### src/rtl/ilk_pkg.sv
package ilk_pkg;

    typedef enum logic [3:0] {
        OP_NOP   = 4'd0,
        OP_ALU   = 4'd1,
        OP_ALUI  = 4'd2,
        OP_LOAD  = 4'd3,
        OP_STORE = 4'd4,
        OP_BEQZ  = 4'd5,
        OP_BNEZ  = 4'd6,
        OP_J     = 4'd7,
        OP_JAL   = 4'd8,
        OP_JR    = 4'd9,
        OP_JALR  = 4'd10
    } op_e;

endpackage

### src/rtl/ilk_decode.sv
module ilk_decode #(
    parameter int unsigned REG_W = 5
) (
    input  ilk_pkg::op_e       op_i,
    input  logic [REG_W-1:0]   rt_i,
    input  logic [REG_W-1:0]   rd_i,
    output logic               re_a_o,
    output logic               re_b_o,
    output logic               wen_o,
    output logic [REG_W-1:0]   dst_o
);
    import ilk_pkg::*;

    localparam logic [REG_W-1:0] LINK_REG = {REG_W{1'b1}};

    logic [REG_W-1:0] dst_sel;
    logic             may_write;
    logic             always_write;

    always_comb begin
        re_a_o       = 1'b0;
        re_b_o       = 1'b0;
        may_write    = 1'b0;
        always_write = 1'b0;
        dst_sel      = '0;
        unique case (op_i)
            OP_ALU: begin
                re_a_o    = 1'b1;
                re_b_o    = 1'b1;
                may_write = 1'b1;
                dst_sel   = rd_i;
            end
            OP_ALUI, OP_LOAD: begin
                re_a_o    = 1'b1;
                may_write = 1'b1;
                dst_sel   = rt_i;
            end
            OP_STORE: begin
                re_a_o = 1'b1;
                re_b_o = 1'b1;
            end
            OP_BEQZ, OP_BNEZ, OP_JR: begin
                re_a_o = 1'b1;
            end
            OP_JAL: begin
                always_write = 1'b1;
                dst_sel      = LINK_REG;
            end
            OP_JALR: begin
                re_a_o       = 1'b1;
                always_write = 1'b1;
                dst_sel      = LINK_REG;
            end
            default: begin
                re_a_o = 1'b0;
            end
        endcase
        wen_o = always_write | (may_write & (dst_sel != '0));
        dst_o = wen_o ? dst_sel : '0;
    end

endmodule

### src/rtl/ilk_match.sv
module ilk_match #(
    parameter int unsigned REG_W = 5,
    parameter int unsigned NSTG  = 3
) (
    input  logic [REG_W-1:0]            src_i,
    input  logic                        re_i,
    input  logic [NSTG-1:0]             stg_wen_i,
    input  logic [NSTG-1:0][REG_W-1:0]  stg_dst_i,
    output logic                        hit_o
);
    logic [NSTG-1:0] per_stage;

    for (genvar g = 0; g < NSTG; g++) begin : g_cmp
        assign per_stage[g] = stg_wen_i[g] & (stg_dst_i[g] == src_i);
    end

    assign hit_o = re_i & (|per_stage);

endmodule

### src/rtl/ilk_track.sv
module ilk_track #(
    parameter int unsigned REG_W = 5
) (
    input  logic               clk,
    input  logic               rst_n,
    input  logic               bubble_i,
    input  logic               wen_i,
    input  logic [REG_W-1:0]   dst_i,
    input  ilk_pkg::op_e       op_i,
    output logic               ex_wen_o,
    output logic [REG_W-1:0]   ex_dst_o,
    output ilk_pkg::op_e       ex_op_o,
    output logic               mem_wen_o,
    output logic [REG_W-1:0]   mem_dst_o,
    output logic               wb_wen_o,
    output logic [REG_W-1:0]   wb_dst_o
);
    import ilk_pkg::*;

    typedef struct packed {
        logic             wen;
        logic [REG_W-1:0] dst;
        op_e              op;
    } slot_t;

    typedef struct packed {
        slot_t ex;
        slot_t mem;
        slot_t wb;
    } pipe_t;

    localparam slot_t EMPTY = '{wen: 1'b0, dst: '0, op: OP_NOP};

    pipe_t st_d, st_q;

    always_comb begin
        st_d     = st_q;
        st_d.wb  = st_q.mem;
        st_d.mem = st_q.ex;
        if (bubble_i) begin
            st_d.ex = EMPTY;
        end else begin
            st_d.ex.wen = wen_i;
            st_d.ex.dst = dst_i;
            st_d.ex.op  = op_i;
        end
    end

    always_ff @(posedge clk) begin
        if (!rst_n) begin
            st_q <= '{ex: EMPTY, mem: EMPTY, wb: EMPTY};
        end else begin
            st_q <= st_d;
        end
    end

    assign ex_wen_o  = st_q.ex.wen;
    assign ex_dst_o  = st_q.ex.dst;
    assign ex_op_o   = st_q.ex.op;
    assign mem_wen_o = st_q.mem.wen;
    assign mem_dst_o = st_q.mem.dst;
    assign wb_wen_o  = st_q.wb.wen;
    assign wb_dst_o  = st_q.wb.dst;

    // a bubble request leaves the execute slot without a write
    p_bubble_enters_ex_r9: assert property (@(posedge clk) disable iff (!rst_n)
        bubble_i |=> !ex_wen_o);

    // execute contents move on to memory, memory to writeback
    p_slots_advance_r9: assert property (@(posedge clk) disable iff (!rst_n)
        1'b1 |=> (mem_wen_o == $past(ex_wen_o)) && (mem_dst_o == $past(ex_dst_o))
              && (wb_wen_o == $past(mem_wen_o)) && (wb_dst_o == $past(mem_dst_o)));

    // no slot ever carries a live write to register 0
    p_no_zero_write_r4: assert property (@(posedge clk) disable iff (!rst_n)
        (ex_wen_o -> ex_dst_o != '0) && (wb_wen_o -> wb_dst_o != '0));

endmodule

### src/rtl/interlock_unit.sv
module interlock_unit #(
    parameter int unsigned REG_W = 5
) (
    input  logic               clk,
    input  logic               rst_n,
    input  logic [3:0]         id_op,
    input  logic [REG_W-1:0]   id_rs,
    input  logic [REG_W-1:0]   id_rt,
    input  logic [REG_W-1:0]   id_rd,
    input  logic               ex_src_zero,
    output logic               stall,
    output logic               branch_kill,
    output logic               ex_wen,
    output logic [REG_W-1:0]   ex_dst,
    output logic               mem_wen,
    output logic [REG_W-1:0]   mem_dst,
    output logic               wb_wen,
    output logic [REG_W-1:0]   wb_dst
);
    import ilk_pkg::*;

    localparam int unsigned     NSTG     = 3;
    localparam logic [REG_W-1:0] LINK_REG = {REG_W{1'b1}};

    op_e              dec_op;
    op_e              ex_op;
    logic             dec_re_a, dec_re_b, dec_wen;
    logic [REG_W-1:0] dec_dst;
    logic             hit_a, hit_b;
    logic             taken;
    logic             hazard;

    logic [NSTG-1:0]            stg_wen;
    logic [NSTG-1:0][REG_W-1:0] stg_dst;

    assign dec_op = op_e'(id_op);

    ilk_decode #(.REG_W(REG_W)) i_decode (
        .op_i   (dec_op),
        .rt_i   (id_rt),
        .rd_i   (id_rd),
        .re_a_o (dec_re_a),
        .re_b_o (dec_re_b),
        .wen_o  (dec_wen),
        .dst_o  (dec_dst)
    );

    assign stg_wen = {wb_wen, mem_wen, ex_wen};
    assign stg_dst = {wb_dst, mem_dst, ex_dst};

    ilk_match #(.REG_W(REG_W), .NSTG(NSTG)) i_match_a (
        .src_i     (id_rs),
        .re_i      (dec_re_a),
        .stg_wen_i (stg_wen),
        .stg_dst_i (stg_dst),
        .hit_o     (hit_a)
    );

    ilk_match #(.REG_W(REG_W), .NSTG(NSTG)) i_match_b (
        .src_i     (id_rt),
        .re_i      (dec_re_b),
        .stg_wen_i (stg_wen),
        .stg_dst_i (stg_dst),
        .hit_o     (hit_b)
    );

    always_comb begin
        taken  = ((ex_op == OP_BEQZ) &  ex_src_zero)
               | ((ex_op == OP_BNEZ) & ~ex_src_zero);
        hazard = hit_a | hit_b;
    end

    assign branch_kill = taken;
    assign stall       = hazard & ~taken;

    ilk_track #(.REG_W(REG_W)) i_track (
        .clk       (clk),
        .rst_n     (rst_n),
        .bubble_i  (stall | taken),
        .wen_i     (dec_wen),
        .dst_i     (dec_dst),
        .op_i      (dec_op),
        .ex_wen_o  (ex_wen),
        .ex_dst_o  (ex_dst),
        .ex_op_o   (ex_op),
        .mem_wen_o (mem_wen),
        .mem_dst_o (mem_dst),
        .wb_wen_o  (wb_wen),
        .wb_dst_o  (wb_dst)
    );

    // a taken branch in execute never coexists with a stall
    p_kill_beats_stall_r8: assert property (@(posedge clk) disable iff (!rst_n)
        branch_kill |-> !stall);

    // the instruction in decode during a kill becomes a bubble
    p_kill_leaves_bubble_r8: assert property (@(posedge clk) disable iff (!rst_n)
        branch_kill |=> !ex_wen);

    // a stall always has some pending writer behind it
    p_stall_has_writer_r7: assert property (@(posedge clk) disable iff (!rst_n)
        stall |-> (ex_wen || mem_wen || wb_wen));

    // link instructions in execute target the all-ones register
    p_link_dest_r3: assert property (@(posedge clk) disable iff (!rst_n)
        (ex_wen && (ex_op == OP_JAL || ex_op == OP_JALR)) |-> (ex_dst == LINK_REG));

    // outputs are quiet in the cycle after reset
    p_reset_quiet_r1: assert property (@(posedge clk)
        !rst_n |=> (!ex_wen && !mem_wen && !wb_wen && !branch_kill));

endmodule

### config.mk
export PLATFORM = sky130hd
export DESIGN_NAME = interlock_unit
export DESIGN_NICKNAME = d
export VERILOG_FILES = /design/src/rtl/ilk_pkg.sv /design/src/rtl/ilk_decode.sv /design/src/rtl/ilk_match.sv /design/src/rtl/ilk_track.sv /design/src/rtl/interlock_unit.sv
export SDC_FILE = /design/constraint.sdc
export NUM_CORES = 1
export LEC_CHECK = 0
export ABC_AREA = 1
export CELL_PAD_IN_SITES_DETAIL_PLACEMENT = 1
export CELL_PAD_IN_SITES_GLOBAL_PLACEMENT = 1
export CORE_MARGIN = 3
export CORE_UTILIZATION = 27
export CTS_CLUSTER_DIAMETER = 60
export DETAILED_ROUTE_END_ITERATION = 8
export HOLD_SLACK_MARGIN = 0.12
export PLACE_DENSITY = 0.84
export SLEW_MARGIN = 5
export SYNTH_ARGS = -nofsm -noshare
export SYNTH_HDL_FRONTEND = slang
export SYNTH_SLANG_ARGS = --single-unit
### constraint.sdc
create_clock -name clk -period 1.3 [get_ports clk]
set_input_delay 0.39 -clock clk [delete_from_list [all_inputs] [get_ports clk]]
set_output_delay 0.39 -clock clk [all_outputs]
set_load 0.03 [all_outputs]
# Word level (Yosys, flattened, before mapping)
# Cells that the tools add are included.
[word_totals] out_inout_bits=20 word_cells=59 reg_bits=22
[op_classes] bitwise_logic=20 n_reduce_logical=10 eq_ne=17 muxes=5
[ops] cell="5-bit == test" count=6
[ops] cell="4-bit by 3-bit == test with 1-bit output (second input constant)" count=5
[ops] cell="5-bit one-hot mux with 3 select lines" count=1
[ops] cell="1-bit bitwise AND" count=12
[ops] cell="4-bit == test (second input constant)" count=3
[ops] cell="3-bit OR reduction" count=4
[ops] cell="4-bit by 2-bit == test with 1-bit output (second input constant)" count=2
[ops] cell="2-bit OR reduction" count=4
[ops] cell="8-bit OR reduction" count=1
[ops] cell="5-bit nonzero test" count=1
[ops] cell="4-bit by 1-bit == test with 1-bit output (second input constant)" count=1
[ops] cell="1-bit two-way mux" count=4
[ops] cell="1-bit NOT" count=4
[ops] cell="1-bit bitwise OR" count=4

# Longest topological paths before layout
# Gate-level depths: netlist of run 1.
[depth] depth_word=8 mapped_depth=9

# By module
# From an unflattened synthesis of run 1, not the netlist that was laid out.
[unflattened] cells_unflattened=271 hier_area_um2=1492.7
[by_module_without_submodules] module="ilk_track" instances=1 area_per_inst_um2=626.9 cells_each=69
[by_module_without_submodules] module="ilk_match" instances=2 area_per_inst_um2=294.0 cells_each=77
[by_module_without_submodules] module="ilk_decode" instances=1 area_per_inst_um2=202.7 cells_each=35
[by_module_without_submodules] module="interlock_unit" instances=1 area_per_inst_um2=75.1 cells_each=13

# Least setup slack after synthesis of run 1
# Ideal clock, no wire load.
[synth_path] kind="reg2out" start="reg i_track.st_q (netlist bit i_track.mem_dst_o[0])" end="out stall" stages_incl_launch_ff=9 path_slack_ns=-0.664 arrival_time_ns=1.574 path_cell_list="dfxtp_1 -> inv_1 -> nand2_1 -> nand2_1 -> nor2_1 -> nand3_1 -> nand3_1 -> nand2_2 -> a21oi_1"
[synth_between] elab_chain_len=6 word_cells_on_any_way=10
[synth_lines] item="start, declared" line="ilk_track.sv:34" rtl="pipe_t st_d, st_q;"
[synth_lines] item="start signal, assigned" line="ilk_track.sv:51" rtl="st_q <= '{ex: EMPTY, mem: EMPTY, wb: EMPTY};"
[synth_lines] item="start signal, assigned" line="ilk_track.sv:53" rtl="st_q <= st_d;"
[synth_lines] item="5-bit == test" line="ilk_match.sv:14" rtl="assign per_stage[g] = stg_wen_i[g] & (stg_dst_i[g] == src_i);"
[synth_lines] item="1-bit bitwise AND" line="ilk_match.sv:14"
[synth_lines] item="3-bit OR reduction" line="ilk_match.sv:17" rtl="assign hit_o = re_i & (|per_stage);"
[synth_lines] item="1-bit bitwise AND" line="ilk_match.sv:17"
[synth_lines] item="1-bit bitwise OR *" line="interlock_unit.sv:70" rtl="hazard = hit_a | hit_b;"
[synth_lines] item="1-bit bitwise AND *" line="interlock_unit.sv:74" rtl="assign stall = hazard & ~taken;"
[synth_lines] item="end, declared" line="interlock_unit.sv:11" rtl="output logic stall,"
# Mark *: on every way between the ends. The rest lies on a longest branch, timed or not.

# Worst setup path after layout of run 1
[layout_path] start="reg i_track.st_q (netlist bit i_track.mem_dst_o[4])" end="out stall"
# Same word-level chain as after synthesis.

==> summary.txt, run 1 <==
Floorplan
  • Die area: 0.00578 sq mm
  • Row count: 24
  • Die Width: 76.0 microns
  • Starting Density: 0.292
  • Die Ht: 76.0 microns
  • Core ar.: 0.00453 sq mm
  • I/O pins: 42

Global route
  • Vias in the first global route: 1975
  • Initial antenna violation count: 0
  • First-pass GRT wire length: 9830 microns
  • GRT Resource Usage Total: 0.210
  • Pin count of the biggest net entering global routing: 14
  • GRT Residual Overflow: 0

Clocking
  • Clock Sinks: 22
  • Root buf cell: clkbuf_8
  • CTS tree: built
  • CTS buffer count: 3
  • Clk_lat worst skew: 0.28 ns
  • Worst-path clk slew: 0.10 ns
  • Clock Tree Buf Depth: 2
  • CTS H-tree lvls: 1

Final layout
  • Proportion of layout cells with a drive suffix above 1: 0.531
  • Most common cell after layout, fill and taps aside: nand2_1
  • Area delta synth->final: 91.9%
  • Most frequent cells in the layout: nand2_1 (68), buf_6 (35), buf_4 (32)
  • Layout Nets: 345
  • Ant diodes: 0
  • Final Cell Area: 0.00254 sq mm
  • Fin cells: 387

Timing
  • TNS Setup: -4.70 ns
  • Worst-Margin Slew: 0.296 ns
  • Setup violations, final: 14
  • Max Slew Vio Count: 0
  • Period utilization: 1.53
  • Final hold slack: 0.530 ns
  • Final Skew: 0.0123 ns
  • Worst slew margin: 0.802
  • Fmax: 504 MHz
  • Final hold viol count: 0
  • Min Tclk post-route: 1.98 ns
  • Final worst slack: -0.683 ns
  • RSZ-0062 raised after global routing: yes

Route
  • Routed Antenna Nets: 0
  • Via count: 1850
  • Average wire per standard cell: 16.8 microns
  • Post-Route M1 WL: 2550 microns
  • First drt pass iteration count: 4
  • Routed wl met2: 3430 microns
  • Routed wl met3: 370 microns
  • Starting DRC count in detailed routing: 146
  • Top Layer Used: met4
  • Vias/cell: 4.78
  • DR DRC count: 0
  • Drt total wl: 6500 microns

Power and ir drop
  • LEAKAGE: 1.32 nW
  • Power Dens Cells: 762 mW/mm^2
  • Final Power: 1.94 mW
  • Max VDD drop: 0.497 mV

Placement
  • Buffers added on ports: 41
  • Placed cell area: 0.00205 sq mm
  • Routability cong.: 0.877
  • Detailed Place HPWL: 3770 microns
  • Placed cells: 366

Critical path
  • Most used cell along the critical path: nand2_2
  • CP Launch Type: flip-flop
  • Crit end category: output pin
  • Req. time, crit path: 0.91 ns
  • Crit-path slowest cell: dfxtp_4
  • Worst-path maximum fanout: 5
  • Crit path cell chain: inv_2 -> nand2_2 -> nand2_2 -> nor2_2 -> nand3_1 -> nand3_1 -> nand2_2 -> a21oi_4 -> buf_6
  • Critical path class: reg -> out
  • CP arrival: 1.59 ns
  • Max incr delay on CP: 0.40 ns

Status
  • Violated checks: negative setup slack
  • Status: complete, but fails checks

Synth
  • Netlist Area Pre-Place: 0.00132 sq mm
  • Post-Syn Instances: 232
  • Seq/Total Area, Yosys: 0.333
  • Syn_area_per_cell: 5.71 sq um
  • Mapped Nets: 254
  • Register bit total from synthesis: 22
  • Yosys warning count: 0
  • Count of different cell masters after synthesis: 20

Min path
  • Tightest Hold Check Type: in -> reg

Job
  • MaxCap Viol Count: 0
[final cells by class]
class / count / area [sq um]
clock buffer: 4 / 66.3
fill: 577 / 1990
inverter: 47 / 179
multi-input combinational: 161 / 913
sequential: 22 / 500
tap: 65 / 81.3
timing repair buffer: 88 / 800
[power breakdown]
group	total [mW]	internal, mW	switching, mW
clock	0.604	0.335	0.269
combinational	0.608	0.274	0.334
sequential	0.724	0.687	0.0371
[state kept, by name (all words and copies together) (netlist names)]
register           count
i_track.ex_wen_o       1
i_track.wb_wen_o       1
i_track.wb_dst_o       5
i_track.ex_dst_o       5
i_track.mem_dst_o      5
i_track.ex_op_o        4
i_track.mem_wen_o      1
[cells by family after synthesis]
family                 count (synthesis)  synth area share
AO/OA/AOI/OAI                         16            0.0662
XOR/XNOR                               1           0.00662
buffers and inverters                 49             0.145
flip-flops                            22             0.333
AND/OR/NAND/NOR                      144             0.450
[worst max-delay path: cells and delay by family (launching register included)]
family / cells / cell delay [ns]
AND/OR/NAND/NOR: 6 / 0.57
flip-flops: 1 / 0.40
buffers and inverters: 2 / 0.19
AO/OA/AOI/OAI: 1 / 0.15
[final timing paths]
path	start	slack [ns]	end	depth (start not counted)
hold reg to reg	i_track.mem_wen_o	0.57	i_track.wb_wen_o	3
setup reg to reg	i_track.mem_dst_o[4]	-0.39	i_track.ex_dst_o[1]	12
hold / removal	id_op[2]	0.53	i_track.ex_op_o[2]	4
setup / recovery	i_track.mem_dst_o[4]	-0.68	stall	9
[Yosys cell counts]
cell type | instances | area (sq um)
nand2_1 | 76 | 285
inv_1 | 46 | 173
nor2_1 | 35 | 131
nand3_1 | 26 | 130
dfxtp_1 | 22 | 440
o21ai_0 | 9 | 45.0
a21oi_1 | 3 | 15.0
nand2_2 | 2 | 12.5
nor2_2 | 2 | 12.5
a21o_1 | 1 | 7.51
a22oi_1 | 1 | 7.51
and3_1 | 1 | 6.26
buf_6 | 1 | 11.3
clkbuf_1 | 1 | 3.75
inv_2 | 1 | 3.75
nand4_2 | 1 | 12.5
nor3_1 | 1 | 5.00
o21ai_1 | 1 | 5.00
o31ai_1 | 1 | 7.51
xor2_1 | 1 | 8.76
[per-layer routing]
layer,track usage,vias up
met3,0.0437,15
met2,0.395,77
li1,-,884
met5,0,-
met4,0.0725,0
met1,0.231,874
[what timing repair did]
action                                  in CTS  in global routing
hold buffers                                 0                  0
endpoints found under the setup margin      21                 24
cloned                                       1                  0
hold endpoints to repair                     0                  0
pin swaps                                   30                 15
setup buffers                               14                  3
gates resized for setup                    130                 28
[metrics by stage]
stage	setup WS, ns	util
floorplan	-0.223	-
global placement	-1.00	0.451
detailed placement	-1.02	0.451
CTS	-0.579	0.542
global route	-0.732	0.560
finish	-0.683	0.560
Note: power is estimated with default switching activity, not from simulation.
==> run 2: changes to the inputs <==
--- a/config.mk
+++ b/config.mk
@@ -12,8 +12,10 @@
 export CORE_UTILIZATION = 27
 export CTS_CLUSTER_DIAMETER = 60
 export DETAILED_ROUTE_END_ITERATION = 8
+export GPL_TIMING_DRIVEN = 0
 export HOLD_SLACK_MARGIN = 0.12
 export PLACE_DENSITY = 0.84
+export SKIP_LAST_GASP = 1
 export SLEW_MARGIN = 5
 export SYNTH_ARGS = -nofsm -noshare
 export SYNTH_HDL_FRONTEND = slang
==> run 2 against run 1 <==
Against the previous run:
- the flow still finishes with violations (negative setup slack)
- fmax grew 3.8%
- first-iteration DRC count shrank 60%
- wire length fell by 26%
- die area unchanged
- critical path depth unchanged
- clock-buffer cell count stayed put
- sequential share of layout area is 3.0 points higher
- cell area decreased by 13%
- utilization down 7.4 points
- clock power down 7.3%
- largest cell class unchanged
==> summary.txt, run 2 (synthesis gave the netlist of run 1 again) <==
Route
  • First drt pass iteration count: 4 (unchanged)
  • Starting DRC count in detailed routing: 59 (was 146)
  • Vias/cell: 4.58 (was 4.78)
  • Routed Antenna Nets: 0 (unchanged)
  • Average wire per standard cell: 13.4 microns (was 16.8 microns)
  • DR DRC count: 0 (unchanged)
  • Via count: 1650 (was 1850)
  • Drt total wl: 4830 microns (was 6500 microns)

Floorplan
  • I/O pins: 42 (unchanged)
  • Starting Density: 0.292 (unchanged)
  • Die area: 0.00578 sq mm (unchanged)
  • Die Ht: 76.0 microns (unchanged)
  • Core ar.: 0.00453 sq mm (unchanged)
  • Die Width: 76.0 microns (unchanged)
  • Row count: 24 (unchanged)

Critical path
  • Worst-path maximum fanout: 4 (was 5)
  • Req. time, crit path: 0.91 ns (about the same)
  • Crit end category: output pin (unchanged)
  • Critical path class: in -> out (was reg -> out)
  • CP Launch Type: input port (was flip-flop)
  • CP arrival: 1.52 ns (was 1.59 ns)

Status
  • Violated checks: negative setup slack (unchanged)
  • Status: complete, but fails checks (unchanged)

Timing
  • Worst-Margin Slew: 0.281 ns (was 0.296 ns)
  • Max Slew Vio Count: 0 (unchanged)
  • Worst slew margin: 0.811 (was 0.802)
  • Final Skew: 0.00486 ns (was 0.0123 ns)
  • RSZ-0062 raised after global routing: yes (unchanged)
  • Period utilization: 1.47 (was 1.53)
  • Setup violations, final: 13 (was 14)
  • Final hold slack: 0.397 ns (was 0.530 ns)
  • TNS Setup: -2.59 ns (was -4.70 ns)
  • Min Tclk post-route: 1.91 ns (was 1.98 ns)
  • Final worst slack: -0.610 ns (was -0.683 ns)
  • Fmax: 523 MHz (was 504 MHz)
  • Final hold viol count: 0 (unchanged)

Job
  • MaxCap Viol Count: 0 (unchanged)

Final layout
  • Most common cell after layout, fill and taps aside: nand2_1 (unchanged)
  • Final Cell Area: 0.00220 sq mm (was 0.00254 sq mm)
  • Proportion of layout cells with a drive suffix above 1: 0.461 (was 0.531)
  • Layout Nets: 318 (was 345)
  • Area delta synth->final: 66.5% (was 91.9%)
  • Reg area: 500 sq um (unchanged)
  • Most frequent cells in the layout: nand2_1 (73), inv_1 (29), buf_2 (23) (was nand2_1 (68), buf_6 (35), buf_4 (32))
  • Multi-input logic area: 885 sq um (was 913 sq um)
  • Util after Layout: 0.486 (was 0.560)
  • Fillers: 599 (was 577)
  • Ant diodes: 0 (unchanged)

Placement
  • Routability cong.: 0.835 (was 0.877)
  • Buffers added on ports: 41 (unchanged)
  • Placed cell area: 0.00189 sq mm (was 0.00205 sq mm)
  • Detailed Place HPWL: 3300 microns (was 3770 microns)

Clocking
  • Root buf cell: clkbuf_8 (unchanged)
  • Clock Tree Buf Depth: 2 (unchanged)
  • CTS H-tree lvls: 1 (unchanged)
  • Clk_lat worst skew: 0.26 ns (was 0.28 ns)
  • Clock Sinks: 22 (unchanged)
  • CTS tree: built (unchanged)
  • CTS buffer count: 3 (unchanged)
  • Worst-path clk slew: 0.08 ns (was 0.10 ns)

Global route
  • Pin count of the biggest net entering global routing: 14 (unchanged)
  • GRT Resource Usage Total: 0.172 (was 0.210)
  • First-pass GRT wire length: 8200 microns (was 9830 microns)
  • Initial antenna violation count: 0 (unchanged)
  • Vias in the first global route: 1742 (was 1975)
  • GRT Residual Overflow: 0 (unchanged)

Power and ir drop
  • LEAKAGE: 1.17 nW (was 1.32 nW)
  • Power Dens Cells: 794 mW/mm^2 (was 762 mW/mm^2)
  • Max VDD drop: 0.367 mV (was 0.497 mV)

Min path
  • Tightest Hold Check Type: in -> reg (unchanged)
[run 2: metal layers]
layer / vias to the layer above / track usage / wire length, microns
met5: - / 0 / 0
met4: 0 / 0.0471 / 72
met1: 782 / 0.196 / 2060
met2: 39 / 0.326 / 2500
li1: 823 / - / -
met3: 6 / 0.0307 / 190
[run 2: metrics by stage]
| stage | worst slack (ns) | power (mW) | std cells |
|---|---|---|---|
| final | -0.610 | 1.75 | 360 |
| after global routing | -0.674 | 1.86 | 360 |
| after CTS | -0.565 | 1.73 | 358 |
| after detailed placement | -1.58 | 1.12 | 338 |
| after global placement | -1.54 | 1.11 | 338 |
| after floorplan | -0.223 | 0.935 | 232 |
[run 2: critical path, stage by stage]
cell and delay, ns:
clkdlybuf4s15_2 0.22, inv_2 0.08, nand2_1 0.06, a22oi_1 0.17, nand3_1 0.11, nand3_2 0.12
nand2_4 0.07, a21oi_4 0.16, buf_6 0.14
[run 2: area by class of cell]
class,count,share of cell area
Inverter,47,0.0823
Buffer,2,0.00738
Sequential cell,22,0.227
Timing Repair Buffer,59,0.215
Clock buffer,4,0.0301
Multi-Input combinational cell,161,0.401
Tap cell,65,0.0369
[run 2: what timing repair did]
| item | in CTS | in global routing |
|---|---|---|
| setup buffers | 16 | 3 |
| pin swaps | 23 | 10 |
| endpoints found under the setup margin | 32 | 15 |
| gates resized for setup | 208 | 29 |
| hold endpoints to repair | 0 | 0 |
| hold buffers | 0 | 0 |
[run 2: worst paths after layout]
check / to / slack (ns) / start / cells past startpoint
worst min register to register: i_track.wb_wen_o / 0.46 / i_track.mem_wen_o / 2
worst max register to register: i_track.ex_dst_o[1] / -0.20 / i_track.ex_dst_o[4] / 10
worst min-delay path: i_track.ex_op_o[0] / 0.40 / id_op[0] / 3
worst max-delay path: stall / -0.61 / id_rs[4] / 9
[run 2: power by group]
group,internal [mW],switching (mW)
sequential,0.686,0.0320
clock,0.334,0.226
combinational,0.195,0.279
total,1.21,0.537
==> run 3: changes to the inputs <==
==> constraint.sdc (replaced) <==
create_clock -name clk -period 1.3 [get_ports clk]
set_input_delay 0.39 -clock clk [delete_from_list [all_inputs] [get_ports clk]]
set_output_delay 0.39 -clock clk [all_outputs]
set_load 0.05 [all_outputs]
==> run 3 against run 2 <==
Against the previous run:
- the run still ends with negative setup slack left
- sequential power is essentially flat
- flip-flop and latch count is the same
- cell count decreased by 0.83%
- non-clock buffer count shrank 3
- sequential share of layout area is 0.48 points higher
- clock power is 3% higher
- worst hold slack lost 0.0031 ns
- clock skew fell by 0.0025 ns
- wire length increased by 0.12%
- global-route usage shrank 0.47 points
- critical endpoint unchanged
==> summary.txt, run 3 (synthesis gave the netlist of run 1 again) <==
Timing
  • Fmax: 517 MHz (was 523 MHz)
  • Max Slew Vio Count: 0 (unchanged)
  • RSZ-0062 raised after global routing: yes (unchanged)
  • Worst slew margin: 0.825 (was 0.811)
  • Final worst slack: -0.636 ns (was -0.610 ns)
  • Final hold viol count: 0 (unchanged)
  • Final Skew: 0.00236 ns (was 0.00486 ns)
  • Setup violations, final: 15 (was 13)
  • Min Tclk post-route: 1.94 ns (was 1.91 ns)
  • Worst-Margin Slew: 0.262 ns (was 0.281 ns)
  • Period utilization: 1.49 (was 1.47)
  • TNS Setup: -1.82 ns (was -2.59 ns)

Final layout
  • Fin cells: 357 (was 360)
  • Layout Nets: 315 (was 318)
  • Util after Layout: 0.482 (was 0.486)
  • Most frequent cells in the layout: nand2_1 (67), nor2_1 (28), inv_1 (27) (was nand2_1 (73), inv_1 (29), buf_2 (23))
  • Ant diodes: 0 (unchanged)
  • Area delta synth->final: 65.1% (was 66.5%)
  • Most common cell after layout, fill and taps aside: nand2_1 (unchanged)
  • Reg area: 507 sq um (was 500 sq um)
  • Fillers: 617 (was 599)
  • Multi-input logic area: 858 sq um (was 885 sq um)
  • Final Cell Area: 0.00219 sq mm (was 0.00220 sq mm)
  • Proportion of layout cells with a drive suffix above 1: 0.452 (was 0.461)

Critical path
  • Req. time, crit path: 0.91 ns (about the same)
  • Reg-to-reg startpoint: i_track.mem_dst_o[0] (was i_track.ex_dst_o[4])
  • Critical path class: reg -> out (was in -> out)
  • Worst-path maximum fanout: 5 (was 4)
  • Crit-path slowest cell: dfxtp_4 (was clkdlybuf4s15_2)
  • CP arrival: 1.55 ns (was 1.52 ns)
  • Buf/Inv on CP: 2 (was 3)
  • Most used cell along the critical path: nand2_2
  • R2R setup slack: -0.13 ns (was -0.20 ns)
  • Reg2reg end: i_track.ex_dst_o[4] (was i_track.ex_dst_o[1])
  • Top delay family on crit path: simple AND/OR/NAND/NOR gates (was buffers and inverters)
  • Max incr delay on CP: 0.39 ns (was 0.22 ns)
  • R2R depth: 10 (unchanged)
  • Crit path cell chain: inv_4 -> nand2_2 -> nand2_2 -> nor2_4 -> nand3_2 -> nand3_2 -> nand2_2 -> a21oi_4 -> buf_6 (was clkdlybuf4s15_2 -> inv_2 -> nand2_1 -> a22oi_1 -> nand3_1 -> nand3_2 -> nand2_4 -> a21oi_4 -> buf_6)
  • Crit end category: output pin (unchanged)
  • CP Launch Type: flip-flop (was input port)

Route
  • First drt pass iteration count: 4 (unchanged)
  • Vias/cell: 4.71 (was 4.58)
  • Via count: 1681 (was 1650)
  • Drt total wl: 4830 microns (about the same)
  • Routed Antenna Nets: 0 (unchanged)
  • Starting DRC count in detailed routing: 70 (was 59)
  • DR DRC count: 0 (unchanged)
  • Average wire per standard cell: 13.5 microns (was 13.4 microns)

Global route
  • GRT Resource Usage Total: 0.167 (was 0.172)
  • Pin count of the biggest net entering global routing: 14 (unchanged)
  • Met2 Use GR: 0.320 (was 0.326)
  • First-pass GRT wire length: 7830 microns (was 8200 microns)
  • Vias in the first global route: 1681 (was 1742)
  • GRT busiest layer: met2 (unchanged)
  • GR Layer Usage met1: 0.186 (was 0.196)
  • GRT Residual Overflow: 0 (unchanged)
  • Initial antenna violation count: 0 (unchanged)
  • GR Layer Usage met3: 0.0414 (was 0.0307)

Power and ir drop
  • Power Dens Cells: 816 mW/mm^2 (was 794 mW/mm^2)
  • Max VDD drop: 0.412 mV (was 0.367 mV)
  • LEAKAGE: 1.12 nW (was 1.17 nW)

Floorplan
  • Starting Density: 0.292 (unchanged)
  • Die area: 0.00578 sq mm (unchanged)
  • Row count: 24 (unchanged)
  • Die Ht: 76.0 microns (unchanged)
  • Die Width: 76.0 microns (unchanged)
  • Core ar.: 0.00453 sq mm (unchanged)
  • I/O pins: 42 (unchanged)

Clocking
  • Hold_buf cts: 0 (unchanged)
  • CTS buffer count: 3 (unchanged)
  • Clock Sinks: 22 (unchanged)
  • CTS tree: built (unchanged)
  • Clock Tree Buf Depth: 2 (unchanged)
  • Clk_lat worst skew: 0.27 ns (was 0.26 ns)
  • Root buf cell: clkbuf_8 (unchanged)
  • Worst-path clk slew: 0.08 ns (about the same)
  • CTS H-tree lvls: 1 (unchanged)

Status
  • Violated checks: negative setup slack (unchanged)
  • Status: complete, but fails checks (unchanged)

Min path
  • Worst Hold Depth: 3 (unchanged)
  • Worst Hold Launch: id_op[3] (was id_op[0])
  • Hold endpoint: i_track.ex_op_o[3] (was i_track.ex_op_o[0])
  • Tightest Hold Check Type: in -> reg (unchanged)

Placement
  • Pre-CTS worst setup slack: -1.74 ns (was -1.58 ns)
  • Buffers added on ports: 41 (unchanged)
  • Routability cong.: 0.823 (was 0.835)
  • Placed cells: 338 (unchanged)
  • Detailed Place HPWL: 3460 microns (was 3300 microns)
  • Placed cell area: 0.00189 sq mm (about the same)

Job
  • MaxCap Viol Count: 0 (unchanged)
-- run 3: stage by stage --
stage / power (mW) / hold slack, ns
after floorplan: 0.965 / 0.487
after global placement: 1.13 / 0.450
after detailed placement: 1.15 / 0.456
after CTS: 1.75 / 0.385
after global routing: 1.88 / 0.388
final: 1.78 / 0.393
-- run 3: worst max path at each step --
stage	start	to	depth (start not counted)
final	i_track.mem_dst_o[1]	stall	9
after global routing	i_track.ex_dst_o[1]	stall	9
after CTS	i_track.wb_dst_o[1]	stall	9
after detailed placement	id_rt[1]	stall	10
after global placement	id_rt[1]	stall	10
after floorplan	i_track.wb_dst_o[4]	stall	8
-- run 3: per-layer routing --
metal  routed length [microns]  up-vias  share of wire
li1                          -      824              -
met1                      1940      801           0.40
met2                      2560       43           0.53
met3                       213       13          0.044
met4                       119        0          0.025
met5                         0        -              0
-- run 3: tightest hold or removal path, delay by kind of cell --
kind	cells	cell delay (ns)
buffers and inverters	2	0.19
and+or+nand+nor	1	0.04
-- run 3: final cells by class --
type	count	share of cell area
Timing Repair Buffer	56	0.216
Inverter	47	0.0841
Clock buffer	4	0.0303
Buffer	2	0.00744
Sequential cell	22	0.232
Tap cell	65	0.0372
Multi-Input combinational cell	161	0.393
-- run 3: timing repair --
action / 4_1_cts / 5_1_grt
pin swaps: 27 / 19
gates resized for setup: 192 / 62
endpoints found under the setup margin: 40 / 23
buffers inserted: 14 / 2
-- run 3: power by group --
part	total (mW)	internal [mW]	switching, mW
Combinational	0.493	0.191	0.302
Clock	0.575	0.334	0.240
Sequential	0.716	0.683	0.0332
